`src/rtl/dtgen_pkg.sv`:
```
package dtgen_pkg;

  // Mode code that enables complementary dead-time insertion.
  localparam logic [2:0] MODE_DEADTIME = 3'b100;

  // Logical (polarity-free) state of the drive pair.
  typedef struct packed {
    logic pos;
    logic neg;
  } drive_pair_t;

  localparam drive_pair_t PAIR_IDLE = '{pos: 1'b0, neg: 1'b0};

endpackage

```
`src/rtl/dtgen_prescale.sv`:
```
module dtgen_prescale #(
  parameter int SEL_W = 3
) (
  input  logic             clk,
  input  logic             rst_n,
  input  logic             restart,
  input  logic             run,
  input  logic [SEL_W-1:0] sel,
  output logic             tick
);
  localparam int PC_W = (1 << SEL_W) - 1;

  logic [PC_W-1:0] pre_q, pre_d;
  logic [PC_W:0]   lim;
  logic            pre_en;

  // Terminal count of the divider is 2^sel - 1.
  assign lim  = ({{PC_W{1'b0}}, 1'b1} << sel) - {{PC_W{1'b0}}, 1'b1};
  assign tick = run && ({1'b0, pre_q} == lim);

  always_comb begin
    pre_en = restart || run || (pre_q != '0);
    if (restart || !run || tick) begin
      pre_d = '0;
    end else begin
      pre_d = pre_q + {{(PC_W-1){1'b0}}, 1'b1};
    end
  end

  always_ff @(posedge clk or negedge rst_n) begin
    if (!rst_n) begin
      pre_q <= '0;
    end else if (pre_en) begin
      pre_q <= pre_d;
    end
  end

endmodule

```
`src/rtl/dtgen_delay.sv`:
```
module dtgen_delay #(
  parameter int DT_W = 16
) (
  input  logic            clk,
  input  logic            rst_n,
  input  logic            abort,
  input  logic            load,
  input  logic [DT_W-1:0] load_val,
  input  logic            tick,
  output logic            pend,
  output logic            expire
);
  logic [DT_W-1:0] cnt_q, cnt_d;
  logic            pend_q, pend_d;
  logic            upd_en;

  always_comb begin
    cnt_d  = cnt_q;
    pend_d = pend_q;
    expire = 1'b0;
    if (abort) begin
      pend_d = 1'b0;
    end else if (load) begin
      cnt_d  = load_val;
      pend_d = (load_val != '0);
    end else if (pend_q && tick) begin
      if (cnt_q == {{(DT_W-1){1'b0}}, 1'b1}) begin
        expire = 1'b1;
        pend_d = 1'b0;
      end else begin
        cnt_d = cnt_q - {{(DT_W-1){1'b0}}, 1'b1};
      end
    end
  end

  assign upd_en = abort || load || (pend_q && tick);

  always_ff @(posedge clk or negedge rst_n) begin
    if (!rst_n) begin
      cnt_q  <= '0;
      pend_q <= 1'b0;
    end else if (upd_en) begin
      cnt_q  <= cnt_d;
      pend_q <= pend_d;
    end
  end

  assign pend = pend_q;

endmodule

```
`src/rtl/dtgen_steer.sv`:
```
module dtgen_steer
  import dtgen_pkg::*;
(
  input  logic clk,
  input  logic rst_n,
  input  logic active,
  input  logic edge_seen,
  input  logic zero_dt,
  input  logic expire,
  input  logic lvl,
  input  logic inv_pol,
  output logic pin_pos,
  output logic pin_neg
);
  drive_pair_t pair_q, pair_d;
  logic        pair_en;

  always_comb begin
    pair_en = 1'b1;
    if (!active) begin
      pair_d = PAIR_IDLE;
    end else if (edge_seen) begin
      // Turning-off side drops now; turning-on side waits unless no dead time.
      pair_d = zero_dt ? '{pos: lvl, neg: !lvl} : PAIR_IDLE;
    end else if (expire) begin
      pair_d = '{pos: lvl, neg: !lvl};
    end else begin
      pair_d  = pair_q;
      pair_en = 1'b0;
    end
  end

  always_ff @(posedge clk or negedge rst_n) begin
    if (!rst_n) begin
      pair_q <= PAIR_IDLE;
    end else if (pair_en) begin
      pair_q <= pair_d;
    end
  end

  assign pin_pos = pair_q.pos ^ inv_pol;
  assign pin_neg = pair_q.neg ^ inv_pol;

endmodule

```
`src/rtl/dtgen_pair.sv`:
```
module dtgen_pair
  import dtgen_pkg::*;
#(
  parameter int DT_W  = 16,
  parameter int SEL_W = 3
) (
  input  logic             clk,
  input  logic             rst_n,
  input  logic             pwm_in,
  input  logic [2:0]       mode_sel,
  input  logic             cmp_run,
  input  logic             inv_pol,
  input  logic [SEL_W-1:0] pre_sel,
  input  logic [DT_W-1:0]  dead_ticks,
  output logic             gate_pos,
  output logic             gate_neg
);
  logic [1:0] rst_sync_q;
  logic       rst_core_n;
  logic       act;
  logic       run_q;
  logic       prev_q;
  logic       edge_seen;
  logic       zero_dt;
  logic       tick;
  logic       pend;
  logic       expire;

  // Asynchronous assertion, synchronous release.
  always_ff @(posedge clk or negedge rst_n) begin
    if (!rst_n) begin
      rst_sync_q <= 2'b00;
    end else begin
      rst_sync_q <= {rst_sync_q[0], 1'b1};
    end
  end
  assign rst_core_n = rst_sync_q[1];

  assign act       = (mode_sel == MODE_DEADTIME) && cmp_run;
  assign edge_seen = act && (!run_q || (pwm_in != prev_q));
  assign zero_dt   = (dead_ticks == '0);

  always_ff @(posedge clk or negedge rst_core_n) begin
    if (!rst_core_n) begin
      run_q  <= 1'b0;
      prev_q <= 1'b0;
    end else begin
      run_q  <= act;
      prev_q <= pwm_in;
    end
  end

  dtgen_prescale #(.SEL_W(SEL_W)) u_pre (
    .clk     (clk),
    .rst_n   (rst_core_n),
    .restart (edge_seen),
    .run     (pend),
    .sel     (pre_sel),
    .tick    (tick)
  );

  dtgen_delay #(.DT_W(DT_W)) u_dly (
    .clk      (clk),
    .rst_n    (rst_core_n),
    .abort    (!act),
    .load     (edge_seen),
    .load_val (dead_ticks),
    .tick     (tick),
    .pend     (pend),
    .expire   (expire)
  );

  dtgen_steer u_steer (
    .clk       (clk),
    .rst_n     (rst_core_n),
    .active    (act),
    .edge_seen (edge_seen),
    .zero_dt   (zero_dt),
    .expire    (expire),
    .lvl       (pwm_in),
    .inv_pol   (inv_pol),
    .pin_pos   (gate_pos),
    .pin_neg   (gate_neg)
  );

endmodule

```
`config.mk`:
```
export PLATFORM = sky130hd
export DESIGN_NAME = dtgen_pair
export DESIGN_NICKNAME = d
export VERILOG_FILES = /design/src/rtl/dtgen_pkg.sv /design/src/rtl/dtgen_prescale.sv /design/src/rtl/dtgen_delay.sv /design/src/rtl/dtgen_steer.sv /design/src/rtl/dtgen_pair.sv
export SDC_FILE = /design/constraint.sdc
export NUM_CORES = 1
export LEC_CHECK = 0
export BUFFER_PORTS_ARGS = -buffer_cell sky130_fd_sc_hd__buf_4
export CORE_AREA = 3 3 78 80
export CTS_BUF_LIST = sky130_fd_sc_hd__clkbuf_8
export CTS_CLUSTER_DIAMETER = 200
export DETAILED_ROUTE_END_ITERATION = 16
export DIE_AREA = 0 0 81 83
export PLACE_DENSITY = 0.59
export SETUP_SLACK_MARGIN = 0.1
export SYNTH_ARGS = -nofsm -noshare
export SYNTH_HDL_FRONTEND = slang
export SYNTH_HIERARCHICAL = 1
export SYNTH_SLANG_ARGS = --single-unit
```
`constraint.sdc`:
```
create_clock -name clk -period 1.6 [get_ports clk]
set_input_delay 0.24 -clock clk [delete_from_list [all_inputs] [get_ports clk]]
set_output_delay 0.24 -clock clk [all_outputs]
set_load 0.02 [all_outputs]
```
---- Word level (Yosys, flattened, before mapping) ----
Cells that the tools add are included.
storage, ports and cells
  bits in registers ....................... 30
  input port bits ......................... 27
  output and inout bits ................... 2
  word-level logic and storage cells ...... 63
operators by class
  add/subtract/negate cells ............... 3
  equality and inequality tests ........... 8
  shifts and indexed selects .............. 1
  muxes and demuxes ....................... 19
  bitwise logic cells ..................... 2
  reduce and logical (&&, ||, !) cells .... 22
operators with widths
  operator                                                count
  2-to-1 mux 16 bit                                       3
  equality test 16 x 1 -> 1 bit (second input constant)   1
  zero test 16 bit                                        1
  nonzero test 16 bit                                     1
  subtractor 16 x 1 -> 16 bit (second input constant)     1
  2-to-1 mux 1 bit                                        11
  inequality test 3 x 1 -> 1 bit (second input constant)  3
  equality test 7 x 8 -> 1 bit                            1
  2-to-1 mux 2 bit                                        4
  << shifter 1 x 3 -> 8 bit (first input constant)        1
  subtractor 8 x 1 -> 8 bit (second input constant)       1
  adder 7 x 1 -> 7 bit (second input constant)            1
  logical OR 1 bit                                        7
  2-to-1 mux 7 bit                                        1
  nonzero test 7 bit                                      1
  logical AND 1 bit                                       4
  zero test 1 bit                                         4
  AND reduction 4 bit                                     1
  equality test 3 bit (second input constant)             1
  AND reduction 3 bit                                     1
  inequality test 2 x 1 -> 1 bit (second input constant)  1
  AND reduction 2 bit                                     1
  nonzero test 2 bit                                      1
  XOR 1 bit                                               2
  inequality test 1 bit                                   1

---- Depth between registers and ports, before layout ----
Gate-level depths: netlist of run 1.
  word-level depth ........................ 12
  depth in mapped cells ................... 10

---- By module ----
The synthesis of run 1 kept the hierarchy.
modules (own cells, without submodules)
  module          instances  cells an instance  area an instance (µm²)  sequential area each (µm²)
  dtgen_delay     1          131                1218.7                  425.4
  dtgen_prescale  1          61                 589.3                   175.2
  dtgen_pair      1          14                 166.4                   100.1
  dtgen_steer     1          11                 112.6                   50.0

---- Worst setup path after synthesis of run 1 ----
OpenSTA, ideal clock, no wires.
  path kind ............................... register -> register
  start point ............................. reg u_pre.pre_q[3]
  end point ............................... reg u_dly.cnt_q[6]
  setup time .............................. 0.137 ns
  arrival time ............................ 2.177 ns
  required time ........................... 1.463 ns
  path slack .............................. -0.714 ns
  stages on the path, launching flop included .. 8
  path buffers ............................ 0
  period minus slack after synthesis ...... 2.314 ns
  cell sequence ........................... dfrtp_1 -> a2111oi_4 -> o211ai_2 -> nor3_2 -> nand3b_1 -> or4_1 -> a221oi_1 -> a21oi_1
between the ends
  cells in the longest elaborated chain, start to end .. 5
  elaborated cells on any way between the ends .. 6
  those cells by class .................... eq/ne (1); reduce/logical (5)
ends and longest elaborated chain
  element                                                           line                                  RTL
  start: declaration                                                dtgen_prescale.sv:13                  logic [PC_W-1:0] pre_q, pre_d;
  start signal: assignment                                          dtgen_prescale.sv:34                  pre_q <= pre_d;
  equality test 7 x 8 -> 1 bit *                                    dtgen_prescale.sv:19                  assign tick = run && ({1'b0, pre_q} == lim);
  logical AND 1 bit *                                               dtgen_prescale.sv:19
  named net tick                                                    dtgen_pair.sv:25                      logic tick;
  logical AND 1 bit *                                               dtgen_delay.sv:26, dtgen_delay.sv:36
  nonzero test 2 bit (no line) or logical OR 1 bit (tied branches)  n/a
  AND reduction 4 bit (no line) *                                   n/a
  end signal: assignment                                            dtgen_delay.sv:43                     cnt_q <= cnt_d;
  end: declaration                                                  dtgen_delay.sv:13                     logic [DT_W-1:0] cnt_q, cnt_d;
The timed path passes the listed nets; every way through them passes the cells marked *.
A chain may end at the register's enable or synchronous reset.

---- Final worst setup path of run 1 ----
  start point ............................. reg u_pre.pre_q[0]
  end point ............................... reg u_dly.cnt_q[6]
Same word-level chain as after synthesis.

==> summary.md, run 1 <==
| Metric | Value |
|---|---|
| Synth area leaders | dfrtp_1 (36%), xnor2_1 (3.8%), nor2_1 (3.2%), nor4_4 (3.1%), nor4_1 (3.0%) |
| Post-layout minimum cycle time | 2.15 ns |
| Hold Vio Cnt, Final | 0 |
| CTS Buf Count | 5 |
| Top-count cell post-synth | dfrtp_1 |
| Syn Area/Cell | just under 10 um2 |
| Fmax | 0.465 GHz |
| Met3 usage | 0.0499 |
| DRT Wirelength | about 6400 um |
| Clock sink count | 30 |
| Post-route ant nets | 0 |
| Worst path max stage delay | between 0.4 and 0.5 ns |
| Starting Density | 0.381 |
| GR Overflow Total | 0 |
| Clock Latency Late Sink | 0.29 ns |
| Setup ws final | -0.553 ns |
| Yosys warnings | 6 |
| Worst path cell trace | nor3_2, o2bb2ai_2, a31oi_4, nor3_4, nand3b_1, or4_4, a221oi_2, a21oi_1 |
| Crit Path Max Fanout | 3 |
| Slowest CP cell | or4_4 |
| Failing checks | setup timing |
| Ys async rst share | 1.00 |
| # diodes | 0 |
| Post-DP HPWL | 4630 um |
| Placed cell count | 376 |
| Hold Path End | prev_q |
| Routed vias/inst | 5.37 |
| WL per Instance | 16.1 um |
| Die height | 83 um |
| Yosys top cell area share | 0.360 |
| Core box area | 5470 um2 |
| Number of synthesized register bits | 30 |
| RSZ-0062 raised after global routing | yes |
| Reg2Reg Capture Point | u_dly/cnt_q[6] |
| Final core utilization | 0.610 |
| Post-route setup TNS | -7.54 ns |
| Reg-to-Reg Start | u_pre/pre_q[0] |
| I/O Buffers | 28 |
| Synthesized Nets | 248 |
| Status | complete, but fails checks |
| I/O pins | 29 |
| Max clock buf depth | 2 |
| Primary FF master, synth | dfrtp_1 |
| Final period util | 1.35 |
| WHS Path Cells | 2 |
| Leakage | 0.00147 uW |
| Post-synth EDFFs | 0 |
| Busiest grt layer | met2 |
| GR Util met2 | 0.293 |
| Peak VDD IR | 433 uV |
| Clk_skew | roughly 0.0099 ns |
| GR Util met1 | 0.270 |
| Power density cells | 610 nW/um2 |
| Initial antenna violation count | 0 |
| Vias in the first global route | 2182 |
| Critical path type | flop to flop |
| Crit path DAT | 2.32 ns |
| Layout cells sized above 1 | 0.538 |
| Yosys cell types | 63 |
| Total number of vias | 2144 |
| First-pass GRT wire length | between 10000 and 15000 um |
| Global Route Usage Sum | 0.196 |
| Die footprint | 6720 um2 |
| Tot Pwr | 2040 uW |
| Synth area leader | dfrtp_1 |
| Min-delay src | pwm_in |
| Fin cells | 399 |
| Worst reg2reg path depth | 8 |
| Worst path required time | ~1.8 ns |
| Startpoint types | flop |
| Maximum number of pins on one net before global-route repair | 29 |
| DIE WIDTH | 81 um |
| Slack of the worst reg-to-reg path | -0.55 ns |
| Post-Syn Instances | 217 |
| Most frequent cells after synthesis | dfrtp_1 (30), nor2_1 (18), nand2_1 (14), a21oi_1 (11) |
| Routability congestion estimate from global placement | 0.897 |
| DR pass1 iterations | 4 |
| Initial DRC Count | 144 |
| Register area share after synthesis | 0.360 |
| Fin nets | about 360 |
| Clock root cell | clkbuf_8 |
| TritonCTS clock tree | built |
| Area of the mapped netlist | 2090 um2 |
| Core Rows | 27 |
| Setup violators final | 24 |
| Area grow syn2layout | 59.9% |
| H-tree depth | 2 |
| Min-delay worst type | input pin to flop |
| CP Capture Type | flop |
| Clk slew on worst S/H paths | 0.07 ns |
| Slew Limit Fails | 0 |
| Max_cap viols | 0 |
| DRC viols | 0 |
per-stage QoR:
| stage | instance area [um2] | setup WS, ns | hold WS, ns |
|---|---|---|---|
| floorplan | 2140 | -0.563 | -0.0556 |
| finish | 3340 | -0.553 | 0.191 |
| CTS | 3140 | -0.496 | 0.187 |
| detailed placement | 2900 | -0.581 | 0.0247 |
| global route | 3340 | -0.717 | 0.184 |
| global placement | 2900 | -0.558 | 0.0221 |
report_power, final:
group	internal (uW)	total, uW	leakage (uW)	switching (uW)
logic	281	547	0.00102	266
clock network	340	645	0.0000524	305
registers	798	844	0.000390	46.0
cell families (layout without fill, tap and decap cells):
| kind of cell | after synthesis | count (layout) | synth area share |
|---|---|---|---|
| buffers and inverters | 18 | 128 | 0.0372 |
| DFF | 30 | 30 | 0.360 |
| other | 1 | 1 | 0.00180 |
| muxes | 4 | 4 | 0.0192 |
| and+or+nand+nor | 94 | 94 | 0.290 |
| AOI/OAI and AO/OA | 51 | 51 | 0.205 |
| adders and majority gates | 4 | 4 | 0.0240 |
| xor gates and xnor gates | 15 | 15 | 0.0630 |
layer usage:
| layer | vias up | part of all wire |
|---|---|---|
| li1 | 1048 | - |
| met1 | 1034 | 0.45 |
| met2 | 55 | 0.49 |
| met3 | 7 | 0.051 |
| met4 | 0 | 0.011 |
| met5 | - | 0 |
worst max path at each step:
| stage | startpoint | end | slack, ns |
|---|---|---|---|
| floorplan | u_pre/pre_q[1] | u_dly/cnt_q[6] | -0.56 |
| global placement | pre_sel[1] | u_steer/pair_q[0] | -0.56 |
| detailed placement | pre_sel[1] | u_steer/pair_q[0] | -0.58 |
| CTS | u_pre/pre_q[4] | u_steer/pair_q[0] | -0.50 |
| global route | u_pre/pre_q[1] | u_dly/cnt_q[6] | -0.72 |
| finish | u_pre/pre_q[0] | u_dly/cnt_q[6] | -0.55 |
layout by cell type, fill, tap and decap left out, types with 4 or more instances in the layout:
cell type and count:
buf_4 99, dfrtp_1 28, nor2_1 17, nand2_1 10, a21oi_1 10, inv_1 8, buf_6 8, xnor2_1 8
nor4_1 7, nor3_2 7, clkbuf_8 6, nand3_1 6, xor2_1 6, nor4_4 5, nand3b_1 5, inv_2 4
o22ai_1 4, mux2i_1 4, ha_1 4
flip-flops by register name, summed over array words and instances (netlist names):
register,cells
prev_q,1
rst_sync_q,2
run_q,1
u_dly/cnt_q,16
u_dly/pend,1
u_pre/pre_q,7
u_steer/pair_q,2
cell type report:
cell class	count	area (um2)
inverter	11	41.3
timing repair buffer	109	863
fill	482	2140
clock inverter	2	8.76
multi-input combinational	169	1500
clock buffer	6	82.6
sequential	30	753
tap	72	90.1
worst max-delay path, delay by kind of cell (launching register included):
| kind | cells | cell delay, ns |
|---|---|---|
| compound gates | 4 | 0.50 |
| flops | 1 | 0.42 |
| simple gates | 4 | 1.12 |
repair_timing:
item / CTS / global route
resized for setup: 16 / 33
endpoints found under the setup margin: 26 / 26
endpoints found under the hold margin: 2 / 0
pin swaps: 11 / 21
buffers inserted: 7 / 10
hold buffers: 1 / 0
Power figures use the tool's default switching activity.
==> inputs of run 2 (changes only) <==
--- a/config.mk
+++ b/config.mk
@@ -5,12 +5,13 @@
 export SDC_FILE = /design/constraint.sdc
 export NUM_CORES = 1
 export LEC_CHECK = 0
+export ABC_AREA = 1
 export BUFFER_PORTS_ARGS = -buffer_cell sky130_fd_sc_hd__buf_4
-export CORE_AREA = 3 3 78 80
+export CORE_AREA = 3 3 83 85
 export CTS_BUF_LIST = sky130_fd_sc_hd__clkbuf_8
 export CTS_CLUSTER_DIAMETER = 200
 export DETAILED_ROUTE_END_ITERATION = 16
-export DIE_AREA = 0 0 81 83
+export DIE_AREA = 0 0 86 88
 export PLACE_DENSITY = 0.59
 export SETUP_SLACK_MARGIN = 0.1
 export SYNTH_ARGS = -nofsm -noshare
==> run 2 against run 1 <==
  * The flow still finishes with violations (setup timing)
  * Synthesized area increased by 15%
  * Via count grew 11%
  * Synthesized cell count up 70%
  * Critical path type unchanged
  * Largest power group unchanged
==> summary.md, run 2 <==
| Metric | Value |
|---|---|
| Final period util | 1.00 (-0.342) |
| DRC viols | 0 (unchanged) |
| Synth area leaders | dfrtp_1 (31%), nand2_1 (17%), nand3_1 (8.7%), inv_1 (8.1%), nor2_1 (7.2%) |
| Clock Latency Late Sink | 0.29 ns (about the same) |
| Post-DP HPWL | 4540 um (-1.9%) |
| Status | complete, but fails checks |
| Post-route setup TNS | -0.00988 ns (+7.53 ns) |
| Area of the mapped netlist | 2410 um2 (+15%) |
| Most frequent cells in the layout | nand2_1 (105), buf_4 (54), inv_1 (50) |
| Crit Path Max Fanout | 8 (+5) |
| Post-Syn Instances | 369 (+70%) |
| Vias in the first global route | 2281 (+4.5%) |
| Power density cells | 573 nW/um2 (-6.1%) |
| Total number of vias | 2379 (+11%) |
| CP Capture Type | flop |
| Max_cap viols | 0 (unchanged) |
| Critical path type | flop to flop |
| Hold Vio Cnt, Final | 0 (unchanged) |
| Top-count cell post-synth | nand2_1 |
| Post-route ant nets | 0 (unchanged) |
| First-pass GRT wire length | 10300 um (+0.81%) |
| Int Power | 1270 uW (-11%) |
| Fin nets | 457 (+28%) |
| Routability congestion estimate from global placement | 0.887 (-1.1%) |
| CTS Buf Count | 5 (unchanged) |
| Crit path DAT | 1.83 ns (-0.49 ns) |
| Synth area leader | dfrtp_1 |
| DIE WIDTH | 86 um (+6.2%) |
| Clk_skew | 0.00659 ns (-0.00334 ns) |
| Layout cells sized above 1 | 0.304 (-0.234) |
| Number of synthesized register bits | 30 (unchanged) |
| Area grow syn2layout | 30.2% |
| Global Route Usage Sum | 0.170 (-0.0256) |
| Die footprint | 7570 um2 (+13%) |
| Initial DRC Count | 97 (-33%) |
| Clk slew on worst S/H paths | 0.07 ns (about the same) |
| Largest regs | u_dly/cnt_q (16), u_pre/pre_q (7) |
| Failing checks | setup timing |
| Pre-CTS setup slack | -0.0761 ns (+0.505 ns) |
| Min-delay worst type | input pin to flop |
| Starting Density | 0.384 (+0.00235) |
| Core box area | 6280 um2 (+15%) |
| Commonest non-fill, non-tap cell in the layout | nand2_1 |
| I/O Buffers | 28 (unchanged) |
| Final core utilization | 0.500 (-0.110) |
| WL per Instance | 11.9 um (-26%) |
| # diodes | 0 (unchanged) |
| TritonCTS clock tree | built |
| RSZ-0062 raised after global routing | yes |
| Most flops, register | u_dly/cnt_q |
| Post-synth EDFFs | 0 (unchanged) |
| Yosys cell types | 34 (-46%) |
| Routed vias/inst | 4.72 (-12%) |
| H-tree depth | 2 (unchanged) |
| Yosys warnings | 6 (unchanged) |
| Initial antenna violation count | 0 (unchanged) |
| Setup ws final | -0.00548 ns (+0.547 ns) |
| Post-layout minimum cycle time | 1.61 ns (-0.547 ns) |
| Startpoint types | flop |
| Net Sw Power | 528 uW (-14%) |
| Clock sink count | 30 (unchanged) |
| Switching Share | 0.294 (-0.00908) |
| Slew Limit Fails | 0 (unchanged) |
| DRT Wirelength | 5990 um (-6.9%) |
| Yosys top cell area share | 0.312 (-0.0480) |
| Sequential power share | 0.450 (+0.036) |
| Max clock buf depth | 2 (unchanged) |
| Leakage | 0.00164 uW (+12%) |
| Worst path required time | 1.82 ns (+0.05 ns) |
| I/O pins | 29 (unchanged) |
| Core Rows | 29 (+7.4%) |
| Clock root cell | clkbuf_8 |
| Most frequent cells after synthesis | nand2_1 (110), inv_1 (52), nor2_1 (46), nand3_1 (42), dfrtp_1 (30) |
| Primary FF master, synth | dfrtp_1 |
| Peak VDD IR | 392 uV (-9.5%) |
| Register area share after synthesis | 0.312 (-0.0480) |
| Ys async rst share | 1.00 (unchanged) |
| Clk network pwr share | 0.358 (+0.041) |
| Fmax | 0.623 GHz (+34%) |
| Setup violators final | 6 (-75%) |
| Synthesized Nets | 400 (+61%) |
| Comb pwr share | 0.192 (-0.077) |
| DR pass1 iterations | 4 (unchanged) |
| Die height | 88 um (+6.0%) |
| Max reg flops | 16 (unchanged) |
| Maximum number of pins on one net before global-route repair | 29 (unchanged) |
| Syn Area/Cell | 6.53 um2 (-32%) |
| GR Overflow Total | 0 (unchanged) |
==> run 2: what timing repair did <==
item,CTS,global route
buffers inserted,3,1
hold buffers,1,0
pin swaps,5,8
setup endpoints to repair,18,26
endpoints found under the hold margin,2,0
resized for setup,7,19
cloned,0,1
==> run 2: layer usage <==
| layer | global-route usage | part of all wire | vias to the layer above |
|---|---|---|---|
| li1 | - | - | 1249 |
| met5 | 0 | 0 | - |
| met2 | 0.271 | 0.45 | 43 |
| met4 | 0.0532 | 0.012 | 0 |
| met3 | 0.0263 | 0.034 | 6 |
| met1 | 0.238 | 0.50 | 1081 |
==> run 2: kinds of logic after synthesis <==
kind of cell,after synthesis,share of synthesized area
flops,30,0.312
simple gates,244,0.481
compound gates,16,0.0421
other cells,1,0.00156
xor+xnor,8,0.0291
fa+ha+maj,4,0.0208
buf+inv,66,0.114
==> run 2: final cells by class <==
type,instances,area [um2]
inverter,58,218
sequential,30,751
tap,77,96.3
clock buffer,6,82.6
multi-input combinational,273,1500
clock inverter,2,8.76
fill,640,3140
timing repair buffer,58,480
==> run 2: critical path, cell delays in order, from the launching register on <==
cell and delay, ns:
dfrtp_1 0.41, inv_1 0.09, nand4_1 0.08, nand2_1 0.07
nor2_2 0.14, nand3_4 0.09, inv_2 0.07, nand2_4 0.06
nor2_4 0.10, nand2_4 0.08, nand2_8 0.10, buf_12 0.13
nand3_2 0.06, nand2_1 0.06
==> run 2: power groups by stage <==
stage / Clock [uW] / Sequential [uW] / Combinational (uW)
4_1_cts: 661 / 809 / 340
5_1_grt: 690 / 812 / 390
3_5_place_dp: 0 / 822 / 328
2_1_floorplan: 0 / 825 / 196
6_report: 644 / 809 / 344
3_3_place_gp: 0 / 821 / 324
==> run 2: final timing paths <==
kind                           startpoint               to  slack [ns]  depth (start not counted)
min reg2reg                 rst_sync_q[1]   u_dly/cnt_q[7]        0.26                          1
max in group asynchronous   rst_sync_q[1]   u_dly/cnt_q[6]        1.05                          1
max reg2reg                u_pre/pre_q[6]  u_dly/cnt_q[14]      -0.005                         13
max                        u_pre/pre_q[6]  u_dly/cnt_q[14]      -0.005                         13
min in group asynchronous   rst_sync_q[1]   u_dly/cnt_q[7]        0.26                          1
min                                pwm_in           prev_q        0.09                          1
==> run 2: metrics by stage <==
step,cells,power [uW],cell area [um2],hold slack (ns)
after floorplan,369,1020,2420,-0.0556
after global placement,491,1150,2880,0.0230
after detailed placement,491,1150,2880,0.0248
after CTS,503,1810,3020,0.0822
after global routing,504,1890,3140,0.0853
final,504,1800,3140,0.0919
==> inputs of run 3 (changes only) <==
--- a/config.mk
+++ b/config.mk
@@ -12,6 +12,7 @@
 export CTS_CLUSTER_DIAMETER = 200
 export DETAILED_ROUTE_END_ITERATION = 16
 export DIE_AREA = 0 0 86 88
+export GPL_TIMING_DRIVEN = 0
 export PLACE_DENSITY = 0.59
 export SETUP_SLACK_MARGIN = 0.1
 export SYNTH_ARGS = -nofsm -noshare
==> run 3 against run 2 <==
  * The flow still finishes with violations (setup timing)
  * Design area shrank 3.5%
  * First-iteration DRC count grew 88%
  * Maximum frequency decreased by 0.68%
  * Register-to-register slack barely moved
  * Utilization decreased by 1.7 points
  * Largest power group unchanged
  * Critical endpoint is now u_dly/cnt_q[10]
  * Sequential cell count unchanged
  * Hold slack lost 0.0011 ns
  * Critical path depth up 1
==> summary.md, run 3 (synthesized netlist as in run 2, its figures left out) <==
| Metric | Value |
|---|---|
| Sequential power share | 0.462 (+0.012) |
| H-tree depth | 2 (unchanged) |
| Crit path DAT | 1.85 ns (+0.02 ns) |
| Routability congestion estimate from global placement | 0.881 (-0.59%) |
| Core Rows | 29 (unchanged) |
| First-pass GRT wire length | 10300 um (-0.14%) |
| Critical path type | flop to flop |
| Post-route ant nets | 0 (unchanged) |
| Slowest CP cell | dfrtp_1 |
| Post-route cell area | 3030 um2 (-3.5%) |
| Setup violators final | 9 (+3) |
| GR Overflow Total | 0 (unchanged) |
| Starting Density | 0.384 (unchanged) |
| Min-delay worst type | input pin to flop |
| Initial antenna violation count | 0 (unchanged) |
| Initial DRC Count | 182 (+88%) |
| Clock Latency Late Sink | 0.29 ns (about the same) |
| Tot Pwr | 1780 uW (-0.87%) |
| Clock root cell | clkbuf_8 |
| Final period util | 1.01 (+0.00685) |
| Worst-Margin Slew | around 1.2 ns |
| CTS Buf Count | 5 (unchanged) |
| Net Sw Power | 526 uW (-0.48%) |
| Largest regs | u_dly/cnt_q (16), u_pre/pre_q (7) |
| Total number of vias | 2360 (-0.80%) |
| # fillers | 649 (+1.4%) |
| Worst path max stage delay | 0.42 ns (about the same) |
| Routed vias/inst | 4.81 (+1.8%) |
| I/O pins | 29 (unchanged) |
| Clk network pwr share | 0.360 (+0.002) |
| Max clock buf depth | 2 (unchanged) |
| Failing checks | setup timing |
| Fmax | 0.619 GHz (-0.68%) |
| Cell with the most instances on the worst path | nand2_1 |
| # diodes | 0 (unchanged) |
| Maximum number of pins on one net before global-route repair | 29 (unchanged) |
| Slew headroom | 0.215 |
| Layout cells sized above 1 | 0.283 (-0.0218) |
| RSZ-0062 raised after global routing | yes |
| Die footprint | 7570 um2 (unchanged) |
| Worst Path Buf+Inv | 3 (unchanged) |
| I/O Buffers | 27 (-3.6%) |
| Post-DP HPWL | 4480 um (-1.2%) |
| Most frequent cells in the layout | nand2_1 (103), inv_1 (49), nand3_1 (42) |
| Post-layout minimum cycle time | 1.62 ns (+0.0110 ns) |
| CP Capture Type | flop |
| Switching Share | 0.295 (+0.00117) |
| Max reg flops | 16 (unchanged) |
| TritonCTS clock tree | built |
| Startpoint types | flop |
| Top delay family on crit path | simple AND/OR/NAND/NOR gates |
| DIE WIDTH | 86 um (unchanged) |
| Clk_skew | 0.00789 ns (+0.00130 ns) |
| Max_cap viols | 0 (unchanged) |
| Multi-input logic area | 1470 um2 (-2.1%) |
| WL per Instance | 12.5 um (+4.9%) |
| Worst path required time | 1.83 ns (about the same) |
| Vias in the first global route | 2192 (-3.9%) |
| Leakage | 0.00155 uW (-5.1%) |
| DRT Wirelength | 6120 um (+2.2%) |
| Power density cells | 588 nW/um2 (+2.7%) |
| Crit Path Max Fanout | 5 (-3) |
| Core box area | 6280 um2 (unchanged) |
| Post-DP Area | 2720 um2 (-5.5%) |
| Fin nets | 444 (-2.8%) |
| Global Route Usage Sum | 0.172 (+0.00200) |
| DRC viols | 0 (unchanged) |
| Int Power | 1260 uW (-1.0%) |
| Clock sink count | 30 (unchanged) |
| Clk slew on worst S/H paths | 0.07 ns (about the same) |
| Setup ws final | -0.0164 ns (-0.0110 ns) |
| Commonest non-fill, non-tap cell in the layout | nand2_1 |
| Status | complete, but fails checks |
| Hold Vio Cnt, Final | 0 (unchanged) |
| Comb pwr share | 0.177 (-0.015) |
| Area occupied by registers | 752 um2 (+0.17%) |
| Area grow syn2layout | 25.7% |
| DR pass1 iterations | 4 (unchanged) |
| Die height | 88 um (unchanged) |
| Peak VDD IR | 278 uV (-29%) |
| Most flops, register | u_dly/cnt_q |
| Worst path cell trace | inv_2, nor2_1, nand2_1, nand2_1, nor2_4, nand3_4, inv_2, nand2_4, nor2_4, nand2_4, nand2_8, buf_8, nand3_2, nand2_1 |
| Slew Limit Fails | 0 (unchanged) |
-- run 3: changes by cell type in the layout (fill, tap and decap cells not counted), sizes merged --
cell    previous run  this run
clkbuf             7         9
buf               56        41
-- run 3: final cells by class --
class                      instances  area share
inverter                          58      0.0719
tap                               77      0.0318
clock inverter                     2     0.00289
sequential                        30       0.248
multi-input combinational        273       0.485
timing repair buffer              37       0.105
buffer                             8      0.0277
clock buffer                       6      0.0273
-- run 3: per-layer routing --
layer | up-vias | wire length (um) | global-route usage
met2 | 54 | 2870 | 0.282
met3 | 5 | 245 | 0.0245
met1 | 1071 | 2920 | 0.232
met4 | 0 | 84 | 0.0619
met5 | - | 0 | 0
li1 | 1230 | - | -
-- run 3: final timing paths --
check,from,endpoint,slack [ns],cells after the start
setup reg to reg,u_pre/pre_q[1],u_dly/cnt_q[10],-0.02,14
min in group asynchronous,rst_n,rst_sync_q[0],0.28,2
setup / recovery,u_pre/pre_q[1],u_dly/cnt_q[10],-0.02,14
max in group asynchronous,rst_sync_q[1],u_dly/pend,0.33,0
hold reg to reg,rst_sync_q[0],rst_sync_q[1],0.36,0
hold / removal,pwm_in,prev_q,0.09,1
-- run 3: through the flow --
stage | setup TNS, ns | std cells | hold slack, ns | setup slack (ns) | utilization
2_1_floorplan | 0 | 369 | -0.0556 | 0.0279 | -
3_3_place_gp | -2.98 | 473 | 0.0223 | -0.288 | 0.433
3_5_place_dp | -3.28 | 473 | 0.0258 | -0.302 | 0.433
4_1_cts | -1.28 | 490 | 0.0846 | -0.104 | 0.466
5_1_grt | -2.42 | 491 | 0.0873 | -0.153 | 0.482
6_report | -0.0920 | 491 | 0.0908 | -0.0164 | 0.482
-- run 3: timing repair --
action,4_1_cts,5_1_grt
endpoints found under the setup margin,18,20
resized for setup,10,23
gates cloned,1,1
hold buffers,1,0
setup buffers,7,0
pin swaps,7,8
endpoints found under the hold margin,2,0
-- run 3: power groups by stage --
stage / Sequential [uW] / Clock, uW / Combinational (uW)
global placement: 837 / 0 / 296
global route: 831 / 692 / 355
detailed placement: 839 / 0 / 301
CTS: 824 / 667 / 307
finish: 823 / 641 / 316
floorplan: 825 / 0 / 196
-- run 3: worst register-to-register path, stage by stage, from the launching register on --
cell	delay, ns
dfrtp_1	0.42
inv_2	0.08
nor2_1	0.04
nand2_1	0.06
nand2_1	0.08
nor2_4	0.12
nand3_4	0.08
inv_2	0.07
nand2_4	0.06
nor2_4	0.10
nand2_4	0.09
nand2_8	0.11
buf_8	0.14
nand3_2	0.07
nand2_1	0.06
